===== src/rtl/dpot_pkg.sv =====
package dpot_pkg;
  typedef enum logic [1:0] {
    REG_POS  = 2'd0,
    REG_MODE = 2'd1,
    REG_CTRL = 2'd2,
    REG_NONE = 2'd3
  } reg_idx_e;

  localparam int BYTE_W = 8;
endpackage


===== src/rtl/dpot_powerup.sv =====
module dpot_powerup (
  input  logic clk,
  input  logic rst_n,
  input  logic pwr_good,
  output logic ready,
  output logic hold,
  output logic load
);
  logic ready_q;

  always_ff @(posedge clk or negedge rst_n) begin
    if (!rst_n) ready_q <= 1'b0;
    else        ready_q <= pwr_good;
  end

  assign ready = ready_q;
  assign hold  = !pwr_good;
  assign load  = pwr_good && !ready_q;


  ready_after_good_chk: assert property (@(posedge clk) disable iff (!rst_n)
    ready |-> $past(pwr_good));

  not_ready_without_power_chk: assert property (@(posedge clk) disable iff (!rst_n)
    !pwr_good |=> !ready);
endmodule


===== src/rtl/dpot_nvtimer.sv =====
module dpot_nvtimer #(
  parameter int CYCLES = 2000
) (
  input  logic clk,
  input  logic rst_n,
  input  logic start,
  output logic busy
);
  localparam int CW = $clog2(CYCLES + 1);

  logic [CW-1:0] cnt;

  always_ff @(posedge clk or negedge rst_n) begin
    if (!rst_n)         cnt <= '0;
    else if (start)     cnt <= CW'(CYCLES);
    else if (cnt != '0) cnt <= cnt - 1'b1;
  end

  assign busy = (cnt != '0);


  start_sets_busy_chk: assert property (@(posedge clk) disable iff (!rst_n)
    start |=> busy);

  idle_stays_idle_chk: assert property (@(posedge clk) disable iff (!rst_n)
    (!busy && !start) |=> !busy);
endmodule


===== src/rtl/dpot_regfile.sv =====
module dpot_regfile
  import dpot_pkg::*;
#(
  parameter int WIPER_W = 7
) (
  input  logic              clk,
  input  logic              rst_n,
  input  logic              hold,
  input  logic              load,
  input  logic              wr_en,
  input  logic              rd_en,
  input  reg_idx_e          sel,
  input  logic [BYTE_W-1:0] wdata,
  input  logic              busy,
  output logic              nv_start,
  output logic [WIPER_W-1:0] wiper,
  output logic              vol,
  output logic              shdn_n,
  output logic              mode_div,
  output logic              prec_off,
  output logic              rd_valid,
  output logic [BYTE_W-1:0] rd_data
);
  localparam logic [WIPER_W-1:0] MID = WIPER_W'(1) << (WIPER_W - 1);
  localparam int PAD = BYTE_W - WIPER_W;

  logic [WIPER_W-1:0] ivr;
  logic [WIPER_W-1:0] pos_q;
  logic               wr_ok;
  logic [BYTE_W-1:0]  rd_mux;

  assign wr_ok    = wr_en && !busy;
  assign nv_start = wr_ok && ((sel == REG_POS && !vol) || sel == REG_MODE);

  always_ff @(posedge clk or negedge rst_n) begin
    if (!rst_n) begin
      ivr      <= MID;
      pos_q    <= MID;
      vol      <= 1'b0;
      shdn_n   <= 1'b1;
      mode_div <= 1'b0;
      prec_off <= 1'b0;
    end else begin
      if (wr_ok) begin
        case (sel)
          REG_POS: begin
            pos_q <= wdata[WIPER_W-1:0];
            if (!vol) ivr <= wdata[WIPER_W-1:0];
          end
          REG_MODE: begin
            mode_div <= wdata[7];
            prec_off <= wdata[6];
          end
          REG_CTRL: begin
            vol    <= wdata[7];
            shdn_n <= wdata[6];
          end
          default: ;
        endcase
      end
      if (hold)      pos_q <= MID;
      else if (load) pos_q <= ivr;
    end
  end

  always_comb begin
    case (sel)
      REG_POS:  rd_mux = {{PAD{1'b0}}, (vol ? pos_q : ivr)};
      REG_MODE: rd_mux = {mode_div, prec_off, 6'b0};
      REG_CTRL: rd_mux = {vol, shdn_n, busy, 5'b0};
      default:  rd_mux = '0;
    endcase
  end

  always_ff @(posedge clk or negedge rst_n) begin
    if (!rst_n) begin
      rd_valid <= 1'b0;
      rd_data  <= '0;
    end else begin
      rd_valid <= rd_en;
      if (rd_en) rd_data <= rd_mux;
    end
  end

  assign wiper = pos_q;


  busy_write_ignored_chk: assert property (@(posedge clk) disable iff (!rst_n)
    (busy && wr_en) |=> ($stable(ivr) && $stable(mode_div) && $stable(prec_off)
                         && $stable(vol) && $stable(shdn_n)));

  hold_midscale_chk: assert property (@(posedge clk) disable iff (!rst_n)
    hold |=> (wiper == MID));

  reload_value_chk: assert property (@(posedge clk) disable iff (!rst_n)
    (load && !wr_en) |=> (wiper == $past(ivr)));

  read_response_chk: assert property (@(posedge clk) disable iff (!rst_n)
    rd_en |=> rd_valid);
endmodule


===== src/rtl/dpot_regs.sv =====
module dpot_regs
  import dpot_pkg::*;
#(
  parameter int         WIPER_W   = 7,
  parameter int         DEV_W     = 7,
  parameter logic [6:0] DEV_BASE  = 7'h50,
  parameter int         STRAP_BIT = 2,
  parameter int         NV_CYCLES = 2000
) (
  input  logic         clk,
  input  logic         rst_n,
  input  logic         pwr_good,
  input  logic         addr_strap,
  input  logic         req_valid,
  output logic         req_ready,
  input  logic         req_write,
  input  logic [DEV_W-1:0] req_dev,
  input  logic [1:0]   req_reg,
  input  logic [7:0]   req_wdata,
  output logic         rsp_valid,
  output logic [7:0]   rsp_data,
  output logic [WIPER_W-1:0] wiper,
  output logic         shutdown,
  output logic         divider_mode,
  output logic         precision_off,
  output logic         nv_busy
);
  logic [DEV_W-1:0] dev_addr;
  logic match, accept, wr_en, rd_en;
  logic hold, load, nv_start, vol, shdn_n;

  assign dev_addr = DEV_W'(DEV_BASE) | (DEV_W'(addr_strap) << STRAP_BIT);
  assign match    = (req_dev == dev_addr);
  assign accept   = req_valid && req_ready && match;
  assign wr_en    = accept && req_write;
  assign rd_en    = accept && !req_write;

  dpot_powerup u_pwr (
    .clk(clk), .rst_n(rst_n), .pwr_good(pwr_good),
    .ready(req_ready), .hold(hold), .load(load)
  );

  dpot_nvtimer #(.CYCLES(NV_CYCLES)) u_tmr (
    .clk(clk), .rst_n(rst_n), .start(nv_start), .busy(nv_busy)
  );

  dpot_regfile #(.WIPER_W(WIPER_W)) u_rf (
    .clk(clk), .rst_n(rst_n), .hold(hold), .load(load),
    .wr_en(wr_en), .rd_en(rd_en), .sel(reg_idx_e'(req_reg)),
    .wdata(req_wdata), .busy(nv_busy), .nv_start(nv_start),
    .wiper(wiper), .vol(vol), .shdn_n(shdn_n),
    .mode_div(divider_mode), .prec_off(precision_off),
    .rd_valid(rsp_valid), .rd_data(rsp_data)
  );

  assign shutdown = !shdn_n;


  foreign_dev_silent_chk: assert property (@(posedge clk) disable iff (!rst_n)
    (req_valid && req_ready && !match) |=> !rsp_valid);

  foreign_dev_no_busy_chk: assert property (@(posedge clk) disable iff (!rst_n)
    (req_valid && req_ready && !match && !nv_busy) |=> !nv_busy);
endmodule


===== config.mk =====
export PLATFORM = sky130hd
export DESIGN_NAME = dpot_regs
export DESIGN_NICKNAME = d
export VERILOG_FILES = /design/src/rtl/dpot_pkg.sv /design/src/rtl/dpot_powerup.sv /design/src/rtl/dpot_nvtimer.sv /design/src/rtl/dpot_regfile.sv /design/src/rtl/dpot_regs.sv
export SDC_FILE = /design/constraint.sdc
export NUM_CORES = 1
export LEC_CHECK = 0
export BUFFER_PORTS_ARGS = -buffer_cell sky130_fd_sc_hd__buf_2
export CAP_MARGIN = 20
export CORE_AREA = 2 2 48 94
export DETAILED_ROUTE_END_ITERATION = 6
export DIE_AREA = 0 0 50 96
export PLACE_DENSITY_LB_ADDON = 0.2
export SYNTH_ARGS = -nofsm -noshare
export SYNTH_HDL_FRONTEND = slang
export SYNTH_HIERARCHICAL = 1
export SYNTH_SLANG_ARGS = --single-unit

===== constraint.sdc =====
create_clock -name clk -period 2.8 [get_ports clk]
set_input_delay 0.7 -clock clk [delete_from_list [all_inputs] [get_ports clk]]
set_output_delay 0.7 -clock clk [all_outputs]
set_load 0.005 [all_outputs]

# --- After elaboration in Yosys (flattened, before gate mapping) ---
# Index checks and enable logic that the tools add are counted.
classes:
  n_eq_ne: 5
  add_sub_neg: 1
  n_mux: 8
  n_bitwise: 1
  reduce_logical: 21
ops:
  columns: ["operator", "count"]
  rows:
  - ["two-way mux 7 bit", 5]
  - ["one-hot mux 8 bit (3 select lines)", 1]
  - ["two-way mux 11 bit", 2]
  - ["nonzero test 11 bit", 1]
  - ["subtractor 11 x 1 -> 11 bit, second input constant", 1]
  - ["logical AND 1 bit", 8]
  - ["== test 7 bit", 1]
  - ["!= test 3 x 1 -> 1 bit, second input constant", 2]
  - ["AND reduction 2 bit", 3]
  - ["logical NOT 1 bit", 5]
  - ["AND reduction 3 bit", 1]
  - ["== test 2 x 1 -> 1 bit, second input constant", 1]
  - ["== test 2 bit, second input constant", 1]
  - ["logical NOT 2 bit", 1]
  - ["nonzero test 2 bit", 1]
  - ["logical OR 1 bit", 1]
  - ["inverter 1 bit", 1]
totals:
  elab_cells: 46
  register_bits: 39
  out_inout_bits: 21

# --- Logic depth before layout (Yosys ltp) ---
# Gate-level depths: netlist of the first run.
depth:
  depth_word: 7
  mapped_depth: 10
  mapped_depth_nobuf: 9

# --- By module ---
# Netlist of the first run, hierarchy kept.
modules_own_cells:
  columns: ["module", "seq_area_each_um2", "n_inst", "cells_per_inst", "area_per_inst_um2"]
  rows:
  - ["dpot_regfile", 679.4, 1, 110, 1321.3]
  - ["dpot_nvtimer", 275.3, 1, 62, 593.1]
  - ["dpot_regs", 0.0, 1, 6, 62.6]
  - ["dpot_powerup", 25.0, 1, 3, 42.5]

# --- Worst setup path before layout of the first run ---
# Ideal clock, no wire load.
synth_timing:
  path_type: "input to register"
  startpoint: "in req_dev[5]"
  endpoint: "reg u_rf.ivr[0]"
  arrival_time_ns: 2.538
  setup_time_ns: 0.125
  required_ns: 2.675
  slack_ns: 0.137
  stages: 6
  cell_sequence: "or4b_4 nor4b_2 nor4b_4 and2b_1 buf_6 mux2_4"
synth_via:
  elab_chain_len: 5
synth_lines:
  columns: ["element", "line_no", "source"]
  rows:
  - ["start: declaration", "dpot_regs.sv:17", "input logic [DEV_W-1:0] req_dev,"]
  - ["== test 7 bit", "dpot_regs.sv:33", "assign match = (req_dev == dev_addr);"]
  - ["logical AND 1 bit", "dpot_regs.sv:34", "assign accept = req_valid && req_ready && match;"]
  - ["logical AND 1 bit", "dpot_regs.sv:35", "assign wr_en = accept && req_write;"]
  - ["named net wr_en", "dpot_regs.sv:29", "logic match, accept, wr_en, rd_en;"]
  - ["logical AND 1 bit", "dpot_regfile.sv:32", "assign wr_ok = wr_en && !busy;"]
  - ["AND reduction 3 bit (no line)", null, null]
  - ["end signal: assignment", "dpot_regfile.sv:48", "if (!vol) ivr <= wdata[WIPER_W-1:0];"]
  - ["end: declaration", "dpot_regfile.sv:27", "logic [WIPER_W-1:0] ivr;"]
# The timed path passes the listed nets, and every way through them passes these cells.
# A chain may end at the register's enable or synchronous reset.

# --- Worst setup path in the final report of the first run ---
layout_timing:
  startpoint: "reg u_tmr.cnt[0]"
  endpoint: "out nv_busy"
layout_via:
  elab_chain_len: 1
layout_lines:
  columns: ["element", "line_no", "source"]
  rows:
  - ["start: declaration", "dpot_nvtimer.sv:11", "logic [CW-1:0] cnt;"]
  - ["start signal: assignment", "dpot_nvtimer.sv:15", "else if (start) cnt <= CW'(CYCLES);"]
  - ["start signal: assignment", "dpot_nvtimer.sv:16", "else if (cnt != '0) cnt <= cnt - 1'b1;"]
  - ["nonzero test 11 bit", "dpot_nvtimer.sv:19", "assign busy = (cnt != '0);"]
  - ["end: declaration", "dpot_regs.sv:26", "output logic nv_busy"]
# Every way passes these cells.

==> impl_metrics.env, run 1 <==
export IMPL_power_density_mw_per_mm2=436
export IMPL_cp_max_fo=8
export IMPL_drt_iter0_markers=45
export IMPL_status="finished, final reports clean"
export IMPL_setup_viol=0
export IMPL_synth_most_common_cell="dfrtp_1"
export IMPL_cts_buffers_inserted=5
export IMPL_start_util_pct=49.4
export IMPL_crit_type="reg2out"
export IMPL_worst_pin_slew_ns=0.867
export IMPL_hold_buffers=0
export IMPL_slew_viol_final=0
export IMPL_placed_cell_area_mm2=0.00231
export IMPL_rsz0062_at_grt="false"
export IMPL_skew_ns=0.00785
export IMPL_setup_slack_ns=0.318
export IMPL_dp_cells=273
export IMPL_min_path_type="in2async"
export IMPL_synth_edf_count=0
export IMPL_fin_area_mm2=0.00240
export IMPL_grt_usage_pct=19.6
export IMPL_remaining_drc_errors=0
export IMPL_gp_congestion=0.764
export IMPL_met1_usage_pct=19.4
export IMPL_finish_utilization_pct=58.6
export IMPL_synth_seq_cells=39
export IMPL_required_ns=2.10
export IMPL_synthArstFlopShare_pct=100
export IMPL_grt_use_met3_pct=4.35
export IMPL_leakage_uw=0.00109
export IMPL_synth_area_per_cell_um2=11.2
export IMPL_grt_max_degree=40
export IMPL_global_route_overflow_total=0
export IMPL_maxCapViolCount=0
export IMPL_synth_nets=205
export IMPL_arrival_ns=1.78
export IMPL_synth_top_area_share_pct=44.6
export IMPL_ys_seq_area_share_pct=48.5
export IMPL_synth_area_leaders="dfrtp_1, mux2i_1, mux2_4"
export IMPL_ir_drop_uv=471
export IMPL_num_rows=33
export IMPL_grt_met2_usage_pct=37.6
export IMPL_insertion_delay_ns=0.28
export IMPL_antenna_found_initial=0
export IMPL_drtAntennaViolNets=0
export IMPL_portBuffers=43
export IMPL_vias_per_cell=5.47
export IMPL_drt_pass1_iter_count=4
export IMPL_cts_tree="built"
export IMPL_clock_path_buffers=2
export IMPL_syn_cell_area_mm2=0.00202
export IMPL_fin_crit_sh_pct=88.6
export IMPL_antenna_cells=0
export IMPL_place_hpwl_um=3280
export IMPL_synth_commonest_cells="dfrtp_1, mux2i_1, nor2_1"
export IMPL_end_kind="output pin"
export IMPL_tns_ns=0
export IMPL_synthDistinctLibCells=43
export IMPL_clockRootBuffer="clkbuf_8"
export IMPL_drive_gt1_share_pct=36.0
export IMPL_vias=1532
export IMPL_die_area_mm2=0.00480
export IMPL_cts_reportedPaths_clkPinSlew_ns=0.07
export IMPL_finalHoldViolations=0
export IMPL_die_h_um=96
export IMPL_grt_pass1_vias=1607
export IMPL_area_delta_synth_final_pct=18.7
export IMPL_die_w_um=50
export IMPL_postCtsSetupRepairBufs=0
export IMPL_pre_cts_slack_ns=0.0825
export IMPL_ys_warn_count=6
export IMPL_max_freq_mhz=403
export IMPL_syn_inst=181
export IMPL_yosysTopAreaCell="dfrtp_1"
export IMPL_critPathLaunchType="flip-flop"
export IMPL_finalNetCount=252
export IMPL_h_tree_depth=2
export IMPL_clock_sinks=39
export IMPL_core_area_mm2=0.00409
export IMPL_io_pins=44
export IMPL_slew_headroom_pct=42.2
export IMPL_wl_per_cell_um=15.3
export IMPL_wirelength_um=4280
export IMPL_finalCriticalPeriod_ns=2.48
export IMPL_final_instance_count_excl_fill=280
export IMPL_post_cts_resized=0
export IMPL_dominantRegCellSynth="dfrtp_1"
export IMPL_grt_pass1_wl_um=7130
export IMPL_grt_busiest_layer="met2"
[worst max-delay path, cell delays in order, from the launching register on]
cell and delay, ns:
dfrtp_1 0.42, inv_1 0.08, ha_1 0.20, nor4b_4 0.23, nand3_1 0.32, buf_2 0.25
[sequential cells by signal, indices dropped and copies added, names as in the netlist]
signal / count
u_pwr/ready: 1
u_rf/mode_div: 1
u_rf/wiper: 7
u_rf/rd_data: 8
u_tmr/cnt: 11
u_rf/rd_valid: 1
u_rf/ivr: 7
u_rf/prec_off: 1
u_rf/vol: 1
u_rf/shdn_n: 1
[kinds of logic after synthesis]
group,count (synthesis),synth area share (%)
flops,39,48.5
mux,25,14.4
fa+ha+maj,1,0.619
buf+inv,20,4.58
compound gates,30,9.79
simple gates,63,20.8
xor+xnor,3,1.30
[where the power goes]
group	internal [uW]	total [uW]	switching (uW)
logic	38.1	84.4	46.3
registers	577	586	9.07
clock network	193	376	183
[layout by cell type (no fill, tap or decap), types with 2 or more instances in the layout]
| cell | Yosys | routed |
|---|---|---|
| a211oi_1 | 10 | 10 |
| a21oi_1 | 5 | 5 |
| a31oi_1 | 3 | 3 |
| buf_2 | 2 | 43 |
| buf_4 | 0 | 6 |
| clkbuf_8 | 0 | 6 |
| dfrtp_1 | 36 | 36 |
| dfstp_2 | 3 | 3 |
| inv_1 | 10 | 10 |
| mux2_2 | 4 | 4 |
| mux2_4 | 7 | 7 |
| mux2i_1 | 14 | 14 |
| nand2_1 | 6 | 6 |
| nand2b_1 | 3 | 3 |
| nand3_1 | 2 | 2 |
| nand3b_1 | 3 | 3 |
| nor2_1 | 11 | 11 |
| nor2b_1 | 5 | 5 |
| nor3_1 | 10 | 10 |
| nor3b_1 | 2 | 2 |
| nor4_1 | 3 | 3 |
| nor4b_4 | 2 | 2 |
| o21ai_0 | 2 | 2 |
| o22ai_1 | 7 | 7 |
| or3_1 | 5 | 5 |
| xnor2_1 | 2 | 2 |
[path summary, 6_finish.rpt]
kind / cells past startpoint / startpoint / to / slack (ns)
setup / recovery: 5 / u_tmr/cnt[0] / nv_busy / 0.32
setup reg to reg: 7 / u_tmr/cnt[0] / u_rf/mode_div / 0.38
min in group clk: 2 / u_rf/rd_data[3] / u_rf/rd_data[3] / 0.53
hold reg to reg: 2 / u_rf/rd_data[3] / u_rf/rd_data[3] / 0.53
max in group asynchronous: 1 / rst_n / u_rf/rd_data[6] / 1.73
hold / removal: 1 / rst_n / u_tmr/cnt[3] / 0.53
[metrics by stage]
stage | power [uW] | hold WS [ns]
6_report | 1050 | 0.531
3_5_place_dp | 683 | 0.523
5_1_grt | 1090 | 0.545
4_1_cts | 1060 | 0.535
2_1_floorplan | 636 | 0.404
3_3_place_gp | 679 | 0.499
[final cells by class]
cell class | instances | area, um^2
Fill cell | 349 | 1690
Sequential cell | 39 | 980
Multi-Input combinational cell | 122 | 947
Timing Repair Buffer | 50 | 280
Clock buffer | 6 | 82.6
Tap cell | 52 | 65.1
Inverter | 10 | 37.5
Clock inverter | 1 | 5.00
[layer usage]
layer | up-vias | share of wire [%]
met3 | 7 | 2.5
met5 | - | 0
met2 | 27 | 59
li1 | 741 | -
met1 | 757 | 37
met4 | 0 | 1.7
Power figures use the tool's default switching activity.
==> run 2, diff against run 1 <==
- CTS_CLUSTER_DIAMETER: not set -> 120
- PLACE_DENSITY: not set -> 0.71
- PLACE_DENSITY_LB_ADDON: 0.2 -> not set
- RECOVER_POWER: not set -> 100
==> impl_metrics.env, run 2 (synthesis gave the netlist of run 1 again) <==
export IMPL_dr_max_layer_used="met4"
export IMPL_fin_area_mm2=0.00236
export IMPL_grt_pass1_wl_um=7290
export IMPL_hold_buffers=0
export IMPL_route_met2_wl_um=2400
export IMPL_crit_type="in2reg"
export IMPL_leakage_uw=0.00108
export IMPL_setup_viol=0
export IMPL_multi_input_area_um2=900
export IMPL_dp_cells=273
export IMPL_vias=1528
export IMPL_start_util_pct=49.4
export IMPL_arrival_ns=2.73
export IMPL_area_delta_synth_final_pct=16.9
export IMPL_ir_drop_uv=423
export IMPL_clock_path_buffers=2
export IMPL_final_instance_count_excl_fill=281
export IMPL_violations="max-capacitance violations, max-slew violations"
export IMPL_die_area_mm2=0.00480
export IMPL_portBuffers=43
export IMPL_placed_cell_area_mm2=0.00231
export IMPL_antenna_cells=0
export IMPL_cts_reportedPaths_clkPinSlew_ns=0.08
export IMPL_die_w_um=50
export IMPL_slew_viol_final=40
export IMPL_gp_congestion=0.752
export IMPL_skew_ns=0.00908
export IMPL_drive_gt1_share_pct=27.1
export IMPL_drt_pass1_iter_count=4
export IMPL_final_cell_mix="dfrtp_1, buf_2, mux2i_1, nor2_1"
export IMPL_grt_usage_pct=20.1
export IMPL_h_tree_depth=2
export IMPL_max_freq_mhz=392
export IMPL_finalHoldViolations=0
export IMPL_wl_per_cell_um=14.8
export IMPL_remaining_drc_errors=0
export IMPL_worst_pin_slew_ns=2.01
export IMPL_finalCriticalPeriod_ns=2.55
export IMPL_required_ns=2.98
export IMPL_finalNetCount=252
export IMPL_largest_registers="u_tmr/cnt: 11 flops, u_rf/rd_data: 8 flops"
export IMPL_end_kind="flip-flop"
export IMPL_cts_buffers_inserted=5
export IMPL_cp_max_fo=7
export IMPL_maxCapViolCount=1
export IMPL_rsz0062_at_grt="false"
export IMPL_num_rows=33
export IMPL_tns_ns=0
export IMPL_slew_headroom_pct=-34.0
export IMPL_clockRootBuffer="clkbuf_8"
export IMPL_wirelength_um=4170
export IMPL_grt_max_degree=40
export IMPL_vias_per_cell=5.44
export IMPL_die_h_um=96
export IMPL_fin_crit_sh_pct=91.0
export IMPL_wl_met3_um=118
export IMPL_grt_pass1_vias=1551
export IMPL_top_register="u_tmr/cnt"
export IMPL_largest_reg_flops=11
export IMPL_wirelength_met1_um=1570
export IMPL_clock_sinks=39
export IMPL_cts_tree="built"
export IMPL_min_path_type="reg2reg"
export IMPL_io_pins=44
export IMPL_fill_cells=378
export IMPL_postCtsSetupRepairBufs=0
export IMPL_core_area_mm2=0.00409
export IMPL_seqCellArea_um2=980
export IMPL_drtAntennaViolNets=0
export IMPL_layout_commonest_cell="dfrtp_1"
export IMPL_reg2reg_slack_ns=0.51
export IMPL_total_power_uw=1150
export IMPL_status="complete, but fails checks"
export IMPL_post_cts_resized=0
export IMPL_global_route_overflow_total=0
export IMPL_place_hpwl_um=3240
export IMPL_drt_iter0_markers=20
export IMPL_power_density_mw_per_mm2=487
export IMPL_antenna_found_initial=0
export IMPL_critPathLaunchType="primary input"
export IMPL_insertion_delay_ns=0.29
-- run 2: cell count changes in the layout (fill, tap and decap cells not counted), sizes merged --
cell and change:
clkbuf +12, buf -12, bufinv +1
-- run 2: critical path: stages --
cell     delay [ns]
buf_2          0.09
or4b_1         0.54
nor4b_1        0.46
nor4b_4        0.29
and2b_1        0.20
buf_12         0.13
mux2_1         0.33
-- run 2: worst paths after layout --
path | from | cells after the start | end
worst max-delay path | req_dev[5] | 7 | u_rf/ivr[0]
worst min-delay path | u_rf/ivr[5] | 1 | u_rf/ivr[5]
worst max register to register | u_tmr/cnt[0] | 10 | u_tmr/cnt[2]
worst min register to register | u_rf/ivr[5] | 1 | u_rf/ivr[5]
max in group asynchronous | rst_n | 1 | u_rf/wiper[3]
min in group asynchronous | rst_n | 1 | u_tmr/cnt[0]
-- run 2: report_power, final --
group	total, uW	leakage (uW)	internal [uW]	switching, uW
registers	586	0.000483	576	9.75
clock network	483	0.0000612	288	195
logic	79.5	0.000534	35.4	44.1
-- run 2: final cells by class --
class                      count  area share, %
sequential                    39           41.5
inverter                      10           1.59
tap                           52           2.76
timing repair buffer          50           11.0
multi-input combinational    122           38.1
clock buffer                   6           3.50
clock inverter                 2           1.48
-- run 2: stage by stage --
| stage | worst slack (ns) | hold slack [ns] | util, % |
|---|---|---|---|
| CTS | 0.257 | 0.532 | 59.4 |
| finish | 0.252 | 0.523 | 57.7 |
| global placement | 0.0779 | 0.506 | 56.5 |
| global route | 0.0850 | 0.544 | 57.7 |
| floorplan | 0.137 | 0.404 | - |
| detailed placement | 0.0695 | 0.518 | 56.5 |
-- run 2: per-layer routing --
layer | global-route usage (%) | vias to the layer above
li1 | - | 746
met1 | 21.9 | 751
met2 | 37.0 | 25
met3 | 4.04 | 6
met4 | 8.33 | 0
met5 | 0 | -
==> run 3, diff against run 2 <==
- ABC_AREA: not set -> 1
- CORE_AREA: 2 2 48 94 -> 8 8 54 100
- DIE_AREA: 0 0 50 96 -> 0 0 62 108
- PLACE_DENSITY: 0.71 -> 0.74
==> impl_metrics.env, run 3 <==
export IMPL_finalCriticalPeriod_ns=2.31
export IMPL_gp_congestion=0.913
export IMPL_critPathLaunchType="flip-flop"
export IMPL_vias=1832
export IMPL_die_area_mm2=0.00670
export IMPL_slew_headroom_pct=-34.5
export IMPL_power_density_mw_per_mm2=425
export IMPL_layout_commonest_cell="nand2_1"
export IMPL_post_cts_resized=0
export IMPL_ys_warn_count=6
export IMPL_tns_ns=0
export IMPL_drive_gt1_share_pct=17.8
export IMPL_syn_inst=277
export IMPL_finalNetCount=348
export IMPL_portBuffers=43
export IMPL_violations="max-capacitance violations, max-slew violations"
export IMPL_synth_top_area_share_pct=42.5
export IMPL_maxCapViolCount=1
export IMPL_arrival_ns=1.61
export IMPL_grt_pass1_wl_um=7920
export IMPL_synth_area_per_cell_um2=7.66
export IMPL_antenna_cells=0
export IMPL_grt_max_degree=40
export IMPL_slew_viol_final=40
export IMPL_num_rows=33
export IMPL_synth_edf_count=0
export IMPL_die_h_um=108
export IMPL_clock_sinks=39
export IMPL_ys_seq_area_share_pct=46.2
export IMPL_place_hpwl_um=3840
export IMPL_syn_cell_area_mm2=0.00212
export IMPL_insertion_delay_ns=0.29
export IMPL_top_register="u_tmr/cnt"
export IMPL_io_pins=44
export IMPL_grt_usage_pct=15.7
export IMPL_antenna_found_initial=0
export IMPL_clockRootBuffer="clkbuf_8"
export IMPL_leakage_uw=0.00121
export IMPL_largest_reg_flops=11
export IMPL_start_util_pct=51.9
export IMPL_grt_pass1_vias=1845
export IMPL_drtAntennaViolNets=0
export IMPL_skew_ns=0.00571
export IMPL_drt_pass1_iter_count=4
export IMPL_cts_reportedPaths_clkPinSlew_ns=0.07
export IMPL_drt_iter0_markers=70
export IMPL_synthArstFlopShare_pct=100
export IMPL_vias_per_cell=4.86
export IMPL_fin_crit_sh_pct=82.4
export IMPL_dominantRegCellSynth="dfrtp_1"
export IMPL_cts_tree="built"
export IMPL_synth_seq_cells=39
export IMPL_crit_type="reg2out"
export IMPL_worst_pin_slew_ns=2.02
export IMPL_synth_commonest_cells="nand2_1, inv_1, dfrtp_1"
export IMPL_wirelength_um=4800
export IMPL_core_area_mm2=0.00409
export IMPL_synth_nets=301
export IMPL_status="complete, but fails checks"
export IMPL_hold_buffers=0
export IMPL_yosysTopAreaCell="dfrtp_1"
export IMPL_wl_per_cell_um=12.7
export IMPL_final_cell_mix="nand2_1, inv_1, dfrtp_1, buf_2, nor2_1"
export IMPL_finalHoldViolations=0
export IMPL_rsz0062_at_grt="false"
export IMPL_remaining_drc_errors=0
export IMPL_setup_viol=0
export IMPL_global_route_overflow_total=0
export IMPL_h_tree_depth=2
export IMPL_required_ns=2.10
export IMPL_cp_max_fo=11
export IMPL_synth_most_common_cell="nand2_1"
export IMPL_end_kind="output pin"
export IMPL_max_freq_mhz=433
export IMPL_area_delta_synth_final_pct=12.9
export IMPL_largest_registers="u_tmr/cnt: 11 flops, u_rf/rd_data: 8 flops"
export IMPL_min_path_type="reg2reg"
export IMPL_clock_path_buffers=2
export IMPL_cts_buffers_inserted=5
export IMPL_postCtsSetupRepairBufs=0
export IMPL_die_w_um=62
export IMPL_synthDistinctLibCells=23
export IMPL_synth_area_leaders="dfrtp_1, nand2_1, inv_1"
export IMPL_ir_drop_uv=313
export IMPL_hold_slack_ns=0.476
## run 3: cell types whose count changed in the layout (fill, tap and decap cells not counted), moves of 13 or more
cell	before	now
inv_1	10	42
mux2i_1	14	0
nand2_1	6	89
nand3_1	2	15
nor2_1	11	28
o21ai_0	2	23
## run 3: power by group
part	switching (uW)	total, uW	internal [uW]
logic	49.8	78.5	28.7
clock network	181	358	177
registers	7.84	581	573
## run 3: per-layer routing
metal / up-vias / part of all wire, % / track usage [%] / wire length [um]
li1: 948 / - / - / -
met1: 847 / 36 / 15.5 / 1740
met2: 29 / 59 / 29.0 / 2810
met3: 8 / 3.7 / 3.57 / 178
met4: 0 / 1.6 / 6.24 / 76
met5: - / 0 / 0 / 0
## run 3: stage by stage
step | util, % | instance area (um^2) | cells | total power, uW | worst slack [ns]
2_1_floorplan | - | 2120 | 277 | 632 | 0.683
3_3_place_gp | 58.1 | 2380 | 369 | 675 | 0.474
3_5_place_dp | 58.1 | 2380 | 369 | 677 | 0.453
4_1_cts | 60.1 | 2460 | 377 | 1040 | 0.453
5_1_grt | 58.6 | 2390 | 377 | 1070 | 0.163
6_report | 58.6 | 2390 | 377 | 1020 | 0.492
## run 3: layout make-up
| class | instances | area (um^2) |
|---|---|---|
| Clock buffer | 8 | 80.1 |
| Fill cell | 415 | 1690 |
| Inverter | 46 | 173 |
| Multi-Input combinational cell | 188 | 895 |
| Sequential cell | 39 | 980 |
| Tap cell | 52 | 65.1 |
| Timing Repair Buffer | 44 | 201 |
## run 3: critical path: stages, from the launching register on
cell	delay, ns
dfrtp_1	0.38
inv_1	0.13
ha_1	0.22
nand2_1	0.10
nor2_4	0.14
nand3_4	0.18
clkbuf_1	0.15
## run 3: kinds of logic (layout without fill, tap and decap cells)
group | count (synthesis) | count (layout) | synth area share [%]
and+or+nand+nor | 149 | 149 | 31.7
adders and majority gates | 1 | 1 | 0.590
buffers and inverters | 50 | 98 | 9.68
DFF | 39 | 39 | 46.2
AOI/OAI and AO/OA | 38 | 38 | 11.9
## run 3: worst paths after layout
kind	startpoint	endpoint	slack (ns)	cells past startpoint
setup / recovery	u_tmr/cnt[0]	nv_busy	0.49	6
hold / removal	u_tmr/cnt[0]	u_tmr/cnt[0]	0.48	2
setup reg to reg	u_tmr/cnt[0]	u_tmr/cnt[4]	0.53	12
hold reg to reg	u_tmr/cnt[0]	u_tmr/cnt[0]	0.48	2
max in group asynchronous	rst_n	u_tmr/cnt[4]	0.66	1
min in group asynchronous	rst_n	u_rf/rd_valid	0.97	1
